$ cat src/rtl/wdu_pkg.sv
package wdu_pkg;
    // Register addresses (decoded by neighbouring logic, so kept fixed)
    localparam logic [7:0] ADDR_CTRL = 8'h71;
    localparam logic [7:0] ADDR_CFG  = 8'h72;
    localparam logic [7:0] ADDR_LO   = 8'h73;
    localparam logic [7:0] ADDR_HI   = 8'h74;

    // Bit positions
    localparam int CFG_SEC_B   = 7;
    localparam int CFG_RST_B   = 6;
    localparam int CFG_PG_B    = 4;
    localparam int CTRL_IRK_B  = 7;
    localparam int CTRL_GPK_B  = 4;

    localparam int BYTE_W = 8;
    localparam int CNT_W  = 2 * BYTE_W;

    typedef struct packed {
        logic [5:0] ctrl_up;   // control bits 7:2 as written
        logic       frc;       // force-expiry request
        logic       flag;      // sticky expiry flag
        logic [7:0] cfg;
        logic [7:0] lo;
        logic [7:0] hi;
    } wdu_regs_t;
endpackage

$ cat src/rtl/wdu_regs.sv
module wdu_regs
    import wdu_pkg::*;
#(
    parameter bit NARROW = 1'b0
) (
    input  logic             clk,
    input  logic             rst_n,
    input  logic             wr,
    input  logic             rd,
    input  logic [7:0]       addr,
    input  logic [7:0]       wdata,
    input  logic             expire_i,
    output logic [7:0]       rdata,
    output logic             irk_en_o,
    output logic             gpk_en_o,
    output logic             sec_mode_o,
    output logic             rst_en_o,
    output logic             pg_en_o,
    output logic             force_o,
    output logic             flag_o,
    output logic             load_o,
    output logic [CNT_W-1:0] load_val_o,
    output logic [CNT_W-1:0] reload_val_o
);
    wdu_regs_t r_d, r_q;
    logic wr_ctrl, wr_cfg, wr_lo, wr_hi;

    always_comb begin
        wr_ctrl = wr && (addr == ADDR_CTRL);
        wr_cfg  = wr && (addr == ADDR_CFG);
        wr_lo   = wr && (addr == ADDR_LO);
        wr_hi   = wr && (addr == ADDR_HI) && !NARROW;

        r_d     = r_q;
        r_d.frc = 1'b0;
        if (wr_ctrl) begin
            r_d.ctrl_up = wdata[7:2];
            r_d.frc     = wdata[1];
            if (!wdata[0]) r_d.flag = 1'b0;
        end
        if (wr_cfg) r_d.cfg = wdata;
        if (wr_lo)  r_d.lo  = wdata;
        if (wr_hi)  r_d.hi  = wdata;
        if (expire_i) r_d.flag = 1'b1;

        rdata = '0;
        if (rd) begin
            case (addr)
                ADDR_CTRL: rdata = {r_q.ctrl_up, r_q.frc, r_q.flag};
                ADDR_CFG:  rdata = r_q.cfg;
                ADDR_LO:   rdata = r_q.lo;
                ADDR_HI:   rdata = r_q.hi;
                default:   rdata = '0;
            endcase
        end
    end

    always_ff @(posedge clk or negedge rst_n) begin
        if (!rst_n) r_q <= '0;
        else        r_q <= r_d;
    end

    assign irk_en_o     = r_q.ctrl_up[CTRL_IRK_B-2];
    assign gpk_en_o     = r_q.ctrl_up[CTRL_GPK_B-2];
    assign sec_mode_o   = r_q.cfg[CFG_SEC_B];
    assign rst_en_o     = r_q.cfg[CFG_RST_B];
    assign pg_en_o      = r_q.cfg[CFG_PG_B];
    assign force_o      = r_q.frc;
    assign flag_o       = r_q.flag;
    assign load_o       = wr_lo;
    assign load_val_o   = {r_q.hi, wdata};
    assign reload_val_o = {r_q.hi, r_q.lo};

    // flag holds unless a control write clears bit 0
    assert_flag_sticky_R5: assert property (@(posedge clk) disable iff (!rst_n)
        (r_q.flag && !(wr_ctrl && !wdata[0])) |=> r_q.flag);
    // a force request lasts one cycle unless rewritten, and yields the flag
    assert_force_clears_R6: assert property (@(posedge clk) disable iff (!rst_n)
        (r_q.frc && !(wr_ctrl && wdata[1])) |=> !r_q.frc);
    assert_force_flags_R6: assert property (@(posedge clk) disable iff (!rst_n)
        r_q.frc |=> r_q.flag);
    // narrow variant keeps high byte at zero
    assert_narrow_hi_R9: assert property (@(posedge clk) disable iff (!rst_n)
        (NARROW && wr && addr == ADDR_HI) |=> (r_q.hi == 8'h00));
endmodule

$ cat src/rtl/wdu_kick_delay.sv
module wdu_kick_delay #(
    parameter int KICK_DLY = 1250000
) (
    input  logic clk,
    input  logic rst_n,
    input  logic req_i,
    output logic fire_o
);
    localparam int DW = (KICK_DLY > 1) ? $clog2(KICK_DLY) : 1;

    typedef struct packed {
        logic          pend;
        logic [DW-1:0] dly;
    } kick_t;

    kick_t k_d, k_q;

    always_comb begin
        k_d    = k_q;
        fire_o = k_q.pend && (k_q.dly == DW'(KICK_DLY - 1));
        if (!k_q.pend) begin
            if (req_i) begin
                k_d.pend = 1'b1;
                k_d.dly  = '0;
            end
        end else if (fire_o) begin
            k_d.pend = 1'b0;
        end else begin
            k_d.dly = k_q.dly + 1'b1;
        end
    end

    always_ff @(posedge clk or negedge rst_n) begin
        if (!rst_n) k_q <= '0;
        else        k_q <= k_d;
    end

    // a pending keepalive is never dropped before it fires
    assert_pend_kept_R7: assert property (@(posedge clk) disable iff (!rst_n)
        (k_q.pend && !fire_o) |=> k_q.pend);
    // an accepted request starts the delay
    assert_req_pends_R7: assert property (@(posedge clk) disable iff (!rst_n)
        (!k_q.pend && req_i) |=> k_q.pend);
endmodule

$ cat src/rtl/wdu_countdown.sv
module wdu_countdown
    import wdu_pkg::*;
#(
    parameter int TICKS_PER_MIN = 60
) (
    input  logic             clk,
    input  logic             rst_n,
    input  logic             tick_i,
    input  logic             sec_mode_i,
    input  logic             load_i,
    input  logic [CNT_W-1:0] load_val_i,
    input  logic             reload_i,
    input  logic [CNT_W-1:0] reload_val_i,
    input  logic             force_i,
    output logic             expire_o
);
    localparam int PW = $clog2(TICKS_PER_MIN);

    typedef struct packed {
        logic [CNT_W-1:0] cnt;
        logic [PW-1:0]    pre;
    } cd_t;

    cd_t c_d, c_q;
    logic pre_wrap, step, running, do_reload;

    always_comb begin
        c_d       = c_q;
        running   = (c_q.cnt != '0);
        pre_wrap  = (c_q.pre == PW'(TICKS_PER_MIN - 1));
        step      = tick_i && running && (sec_mode_i || pre_wrap);
        do_reload = reload_i && running;

        if (tick_i && !sec_mode_i)
            c_d.pre = pre_wrap ? '0 : c_q.pre + 1'b1;
        if (step)
            c_d.cnt = c_q.cnt - 1'b1;
        if (do_reload) begin
            c_d.cnt = reload_val_i;
            c_d.pre = '0;
        end
        if (load_i) begin
            c_d.cnt = load_val_i;
            c_d.pre = '0;
        end
        if (force_i)
            c_d.cnt = '0;

        expire_o = force_i ||
                   (step && (c_q.cnt == CNT_W'(1)) && !load_i && !do_reload);
    end

    always_ff @(posedge clk or negedge rst_n) begin
        if (!rst_n) c_q <= '0;
        else        c_q <= c_d;
    end

    // a load sets the count and clears the prescaler
    assert_load_sets_R4: assert property (@(posedge clk) disable iff (!rst_n)
        (load_i && !force_i) |=> (c_q.cnt == $past(load_val_i) && c_q.pre == '0));
    // after an expiry the count is stopped
    assert_expire_stops_R2: assert property (@(posedge clk) disable iff (!rst_n)
        expire_o |=> (c_q.cnt == '0));
    // in seconds mode an undisturbed tick lowers a running count by one
    assert_sec_step_R2: assert property (@(posedge clk) disable iff (!rst_n)
        (sec_mode_i && tick_i && running && !load_i && !reload_i && !force_i)
        |=> (c_q.cnt == $past(c_q.cnt) - 1'b1));
    // in minutes mode a tick short of the wrap leaves the count alone
    assert_min_hold_R3: assert property (@(posedge clk) disable iff (!rst_n)
        (!sec_mode_i && tick_i && !pre_wrap && !load_i && !reload_i && !force_i)
        |=> $stable(c_q.cnt));
endmodule

$ cat src/rtl/wdu_top.sv
module wdu_top
    import wdu_pkg::*;
#(
    parameter int KICK_DLY      = 1250000,
    parameter int TICKS_PER_MIN = 60,
    parameter bit NARROW        = 1'b0
) (
    input  logic       clk,
    input  logic       rst_n,
    input  logic       tick_1s,
    input  logic       reg_wr,
    input  logic       reg_rd,
    input  logic [7:0] reg_addr,
    input  logic [7:0] reg_wdata,
    output logic [7:0] reg_rdata,
    input  logic       kick_ir_wr,
    input  logic       kick_gp_rd,
    output logic       wdt_rst,
    output logic       wdt_pg_rst
);
    logic             irk_en, gpk_en, sec_mode, rst_en, pg_en;
    logic             frc, flag, load, fire, expire, kick_req;
    logic [CNT_W-1:0] load_val, reload_val;

    wdu_regs #(.NARROW(NARROW)) regs_i (
        .clk(clk), .rst_n(rst_n), .wr(reg_wr), .rd(reg_rd),
        .addr(reg_addr), .wdata(reg_wdata), .expire_i(expire),
        .rdata(reg_rdata), .irk_en_o(irk_en), .gpk_en_o(gpk_en),
        .sec_mode_o(sec_mode), .rst_en_o(rst_en), .pg_en_o(pg_en),
        .force_o(frc), .flag_o(flag), .load_o(load),
        .load_val_o(load_val), .reload_val_o(reload_val)
    );

    assign kick_req = (kick_ir_wr && irk_en) || (kick_gp_rd && gpk_en);

    wdu_kick_delay #(.KICK_DLY(KICK_DLY)) kick_i (
        .clk(clk), .rst_n(rst_n), .req_i(kick_req), .fire_o(fire)
    );

    wdu_countdown #(.TICKS_PER_MIN(TICKS_PER_MIN)) cd_i (
        .clk(clk), .rst_n(rst_n), .tick_i(tick_1s), .sec_mode_i(sec_mode),
        .load_i(load), .load_val_i(load_val), .reload_i(fire),
        .reload_val_i(reload_val), .force_i(frc), .expire_o(expire)
    );

    assign wdt_rst    = flag && rst_en;
    assign wdt_pg_rst = flag && pg_en;

    // with both enables clear an expiry drives no reset
    assert_test_mode_R8: assert property (@(posedge clk) disable iff (!rst_n)
        (!rst_en && !pg_en) |-> (!wdt_rst && !wdt_pg_rst));
endmodule

$ cat config.mk
export PLATFORM = sky130hd
export DESIGN_NAME = wdu_top
export DESIGN_NICKNAME = d
export VERILOG_FILES = /design/src/rtl/wdu_pkg.sv /design/src/rtl/wdu_regs.sv /design/src/rtl/wdu_kick_delay.sv /design/src/rtl/wdu_countdown.sv /design/src/rtl/wdu_top.sv
export SDC_FILE = /design/constraint.sdc
export NUM_CORES = 1
export LEC_CHECK = 0
export BUFFER_PORTS_ARGS = -buffer_cell sky130_fd_sc_hd__buf_2
export CORE_UTILIZATION = 47
export CTS_BUF_LIST = sky130_fd_sc_hd__clkbuf_8 sky130_fd_sc_hd__clkbuf_16
export DETAILED_ROUTE_END_ITERATION = 16
export PLACE_DENSITY = 0.71
export RECOVER_POWER = 50
export SLEW_MARGIN = 10
export SYNTH_ARGS = -nofsm -noshare
export SYNTH_HDL_FRONTEND = slang
export SYNTH_HIERARCHICAL = 1
export SYNTH_SLANG_ARGS = --single-unit
$ cat constraint.sdc
create_clock -name clk -period 3.57 [get_ports clk]
set_clock_uncertainty 0.2 [all_clocks]
set_input_delay 1.071 -clock clk [delete_from_list [all_inputs] [get_ports clk]]
set_output_delay 1.071 -clock clk [all_outputs]
set_load 0.03 [all_outputs]
=== Word-level counts from Yosys, hierarchy flattened ===
Cells that the tools add are included.

* Add/subtract/negate cells: 3
* Equal/unequal tests: 9
* Mux-type cells: 15
* Reductions and logical operators: 29

{| class="wikitable"
|+ Operators by type and width
! cell !! count
|-
| 2-to-1 mux 22 bit || 4
|-
| equality test 8 x 7 -> 1 bit, second input constant || 4
|-
| 2-to-1 mux 16 bit || 2
|-
| one-hot mux 8 bit (4 select lines) || 1
|-
| adder 21 x 1 -> 21 bit, second input constant || 1
|-
| equality test 21 bit, second input constant || 1
|-
| 2-to-1 mux 21 bit || 1
|-
| equality test 16 x 1 -> 1 bit, second input constant || 1
|-
| logical AND 1 bit || 16
|-
| nonzero test 16 bit || 1
|-
| subtractor 16 x 1 -> 16 bit, second input constant || 1
|-
| 2-to-1 mux 6 bit || 2
|-
| 2-to-1 mux 8 bit || 1
|-
| adder 6 x 1 -> 6 bit, second input constant || 1
|-
| equality test 6 bit, second input constant || 1
|-
| AND reduction 2 bit || 2
|-
| nonzero test 2 bit || 2
|-
| nonzero test 4 bit || 1
|-
| zero test 1 bit || 3
|-
| logical OR 1 bit || 3
|-
| 2-to-1 mux 1 bit || 3
|-
| nonzero test 3 bit || 1
|-
| 2-to-1 mux 2 bit || 1
|-
| inequality test 2 x 1 -> 1 bit, second input constant || 1
|-
| inequality test 2 bit, second input constant || 1
|}

* Register bits after elaboration: 76
* Input port bits: 23
* Output and inout bits: 10
* Logic and storage cells: 66

=== Longest topological paths before layout ===
* Depth in word-level cells: 9
* Depth in mapped cells: 11
* Depth with buffers taken out: 9

=== Modules after synthesis ===
Netlist, hierarchy kept.

{| class="wikitable"
|+ By module, submodules not included
! module !! times used !! cells each !! area an instance (um2)
|-
| wdu_regs || 1 || 168 || 1911.8
|-
| wdu_countdown || 1 || 212 || 1845.5
|-
| wdu_kick_delay || 1 || 135 || 1265.0
|-
| wdu_top || 1 || 3 || 21.3
|}

=== Worst setup path before layout ===
OpenSTA, ideal clock, no wires.

* Kind: input to output
* Start point: in reg_addr[7]
* End point: out reg_rdata[0]
* Arrival: 2251 ps
* Setup slack: 48 ps
* Stages on the path: 4
* Buffers on the path: 1
* Cell sequence: or3b_1 -> buf_6 -> nor2_1 -> o21a_1

* Longest elaborated chain between the ends: 3

{| class="wikitable"
|+ Ends and longest elaborated chain
! element !! RTL line !! source
|-
| start: declaration || wdu_top.sv:13 || <nowiki>input logic [7:0] reg_addr,</nowiki>
|-
| equality test 8 x 7 -> 1 bit || wdu_regs.sv:48 || <nowiki>case (addr)</nowiki>
|-
| one-hot mux 8 bit (4 select lines) * || wdu_regs.sv:48 ||
|-
| 2-to-1 mux 8 bit * || wdu_regs.sv:47 || <nowiki>if (rd) begin</nowiki>
|-
| end: declaration || wdu_top.sv:15 || <nowiki>output logic [7:0] reg_rdata,</nowiki>
|}

Mark *: on every way between the ends. The rest lies on a longest branch, timed or not.

=== Worst setup path in the final report ===
* Start point: in reg_addr[1]
* End point: out reg_rdata[5]

Same word-level chain as after synthesis.

==> reports/qor.csv <==
stage,metric,value,unit
routing,residual DRC count,0,
placement,# placed instances,637,
synth,Seq cells post-synth,76,
routing,via count,3994,
grt,vias in the first global route,3742,
synth,Area contributors post-synth,"dfrtp_1, mux2_2, buf_4",
routing,DR iter-0 viols,329,
sta,max-slew violation count,92,
synth,most frequent cells after synthesis,"dfrtp_1, a21oi_1, buf_4",
run_status,status,"complete, but fails checks",
setup_path,WS Path Type,input pin to primary output,
routing,"antenna viol nets, final",0,
synth,Mapped Cells,518,
final_layout,share of post-route cells with drive strength above 1,0.2403,
placement,Final GP Congestion,0.8569,
power_and_ir_drop,net switching power,1.164,mW
sta,RSZ-0062 raised after global routing,false,
grt,initial antenna violation count,0,
synth,largest family of logic cells by synthesized area,simple AND/OR/NAND/NOR gates,
power_and_ir_drop,Leakage Power,2.253,nW
clocking,Longest Clk Path Bufs,2,
synth,syn avg cell area,9.737,sq um
sta,Fmax,288.1,MHz
grt,GR Util All Layers,0.2222,
sta,endpoints failing setup,0,
floorplanning,io pins,33,
final_layout,Final nets,540,
clocking,CTS root buf,clkbuf_8,
floorplanning,initial core utilization,0.4864,
sta,Slew headroom,-0.3019,
placement,pre-CTS setup slack,0.1045,ns
grt,global-route wire length before repair,19.41,mm
clocking,CTS tree,yes,
clocking,Num CTS Buffers,9,
floorplanning,full die area,11150,sq um
final_layout,Finished Layout Cells,652,
power_and_ir_drop,maximum vdd drop,344.1,uV
sta,worst hold margin,0.2724,ns
synth,sequential area share after synthesis,0.3771,
synth,multiplexer area fraction after synthesis,0.09154,
routing,WL met3,576,um
sta,Final period util,0.9722,
clocking,clock transition at the registers of the reported paths,0.07,ns
run_status,violated checks,"capacitance limit, slew limit",
final_layout,n_diodes,0,
routing,router iterations before antenna repair,5,
setup_path,startpoint types,input pin,
synth,Netlist cell types,65,
sta,setup tns final,0,ns
floorplanning,Die Span Y,105.6,um
synth,Synth Area in Simple Gates,0.2255,
power_and_ir_drop,Switching Fraction,0.3797,
setup_path,CP cell instances,buf_2 -> mux2i_1 -> nor2_1 -> o21a_1 -> buf_2,
synth,XOR/XNOR share of the synthesized area,0.01563,
synth,"Cell Area, Synth",5044,sq um
grt,grt total ovfl,0,
job,Max-Cap Viols,2,
floorplanning,num rows,37,
synth,Post-synth EDFFs,0,
synth,Synth Area in Adders,0.01240,
routing,uppermost layer routed,met4,
setup_path,Critical Path Max Stage Delay,0.44,ns
routing,WL final,11.61,mm
floorplanning,Die Width,105.6,um
power_and_ir_drop,Comb pwr share,0.322,
synth,Synth Area in Compound Gates,0.1868,
routing,WL/cell,17.81,um
setup_path,peak fanout along the critical path,28,
power_and_ir_drop,Clock Power Share,0.239,
setup_path,crit path DAT,2.20,ns
clocking,clock sink total,76,
setup_path,Critical-path top delay cell,buf_2,
synth,most frequent cell after synthesis,dfrtp_1,
placement,Placed Instance Area,5057,sq um
final_layout,Post-Route Utilization,0.5064,
synth,Synth top area share,0.3771,
final_layout,Layout area overhead,4.118,%
synth,ys flop type,dfrtp_1,
sta,transition time of the tightest slew-check pin,1.953,ns
routing,WL met1,5.371,mm
grt,largest net degree at the start of global routing,77,
synth,"Net Count, Synth",546,
clocking,H-tree levels,3,
worst_hold_path,Worst Hold Class,flop to flop,
synth,post-synth top area cell,dfrtp_1,
placement,dpl hpwl,7.987,mm
clocking,Hold Buf Count CTS,0,
setup_path,R2R cell count,6,
power_and_ir_drop,Int Pwr,1.902,mW
routing,WL met2,5.430,mm
routing,DR vias/cell,6.126,
final_layout,Final Cell Area,5251,sq um
setup_path,CP endpoint kind,primary output,
sta,Final Hold Fails,0,
final_layout,Fill cells,967,
sta,Worst Slack Setup Final,0.09915,ns
floorplanning,Core ar.,10370,sq um
power_and_ir_drop,sequential power share,0.439,
setup_path,crit-path most repeated cell,buf_2,
worst_hold_path,WHS Path Cells,1,
setup_path,Worst EP required,2.30,ns
clocking,post-CTS resize count,0,
clocking,post-CTS setup repair buffer count,0,
power_and_ir_drop,total power,3.066,mW
placement,port bufs,32,
sta,Period minus WS final,3.471,ns
power_and_ir_drop,PwrDens,583.9,nW/um^2
synth,Yosys warning total,6,
synth,asr flop ratio synth,1.000,
clocking,clk_lat worst skew,0.36,ns
==> power groups by stage <==
stage	registers (mW)	clock network, mW	logic (mW)
finish	1.35	0.734	0.987
global route	1.38	0.787	1.11
CTS	1.34	0.755	0.992
detailed placement	1.35	0	0.987
global placement	1.34	0	0.955
floorplan	1.26	0	0.878
==> worst max-delay path: cells and delay by family <==
kind / cells / cell delay [ns]
compound gates: 1 / 0.17
simple gates: 1 / 0.06
mux: 1 / 0.29
buf+inv: 2 / 0.61
==> flip-flops by register name, summed over array words and instances (netlist names) <==
register / cells
regs_i/reload_val_o: 8
cd_i/c_q: 22
regs_i/gpk_en_o: 1
kick_i/k_q: 22
regs_i/sec_mode_o: 1
regs_i/pg_en_o: 1
regs_i/force_o: 1
regs_i/irk_en_o: 1
regs_i/load_val_o: 8
regs_i/r_q: 9
regs_i/flag_o: 1
regs_i/rst_en_o: 1
==> cell type report <==
type / instances / area (sq um) / share of cell area
inverter: 18 / 67.56 / 0.01287
clock buffer: 10 / 137.6 / 0.02621
sequential: 76 / 1902 / 0.3622
multi-input combinational: 366 / 2669 / 0.5082
tap: 136 / 170.2 / 0.03240
timing repair buffer: 41 / 227.7 / 0.04336
clock inverter: 5 / 77.57 / 0.01477
==> logic make-up after synthesis <==
group / after synthesis
buffers and inverters: 76
XOR/XNOR: 9
multiplexers: 42
AO/OA/AOI/OAI: 136
flip-flops: 76
adder cells (fa/ha/maj): 5
AND/OR/NAND/NOR: 174
==> worst paths after layout <==
kind | slack [ns] | to | from
worst max-delay path | 0.1 | reg_rdata[5] | reg_addr[1]
worst min register to register | 0.27 | kick_i/k_q[17]$_DFFE_PN0P_ | kick_i/k_q[17]$_DFFE_PN0P_
max in group asynchronous | 0.95 | cd_i/c_q[4]$_DFFE_PN0P_ | rst_n
worst max register to register | 0.34 | kick_i/k_q[2]$_DFFE_PN0P_ | kick_i/k_q[0]$_DFFE_PN0P_
worst min-delay path | 0.27 | kick_i/k_q[17]$_DFFE_PN0P_ | kick_i/k_q[17]$_DFFE_PN0P_
min in group asynchronous | 1.03 | cd_i/c_q[20]$_DFFE_PN0P_ | rst_n
==> per-layer routing <==
| layer | global-route usage | up-vias |
|---|---|---|
| met5 | 0 | - |
| met4 | 0.09425 | 0 |
| met3 | 0.04267 | 22 |
| met2 | 0.3360 | 126 |
| met1 | 0.3110 | 1985 |
| li1 | - | 1861 |
==> layout by cell type, fill, tap and decap left out, types with 8 or more instances in the layout <==
| cell type | synthesis | final |
|---|---|---|
| dfrtp_1 | 76 | 76 |
| a21oi_1 | 37 | 37 |
| nor2_1 | 35 | 35 |
| buf_2 | 1 | 31 |
| mux2_2 | 31 | 31 |
| nand2_1 | 24 | 24 |
| nand3b_1 | 21 | 21 |
| o21ai_0 | 19 | 19 |
| inv_1 | 17 | 18 |
| a31oi_1 | 16 | 16 |
| o21ai_1 | 14 | 14 |
| nand3_1 | 12 | 12 |
| nand4_1 | 12 | 12 |
| nand2b_1 | 10 | 10 |
| clkbuf_8 | 0 | 10 |
| xnor2_1 | 9 | 9 |
| o21a_1 | 9 | 9 |
| buf_4 | 36 | 9 |
| mux2i_1 | 9 | 9 |
| nor3_1 | 8 | 8 |
| and3_1 | 8 | 8 |
Note: power is estimated with default switching activity, not from simulation.
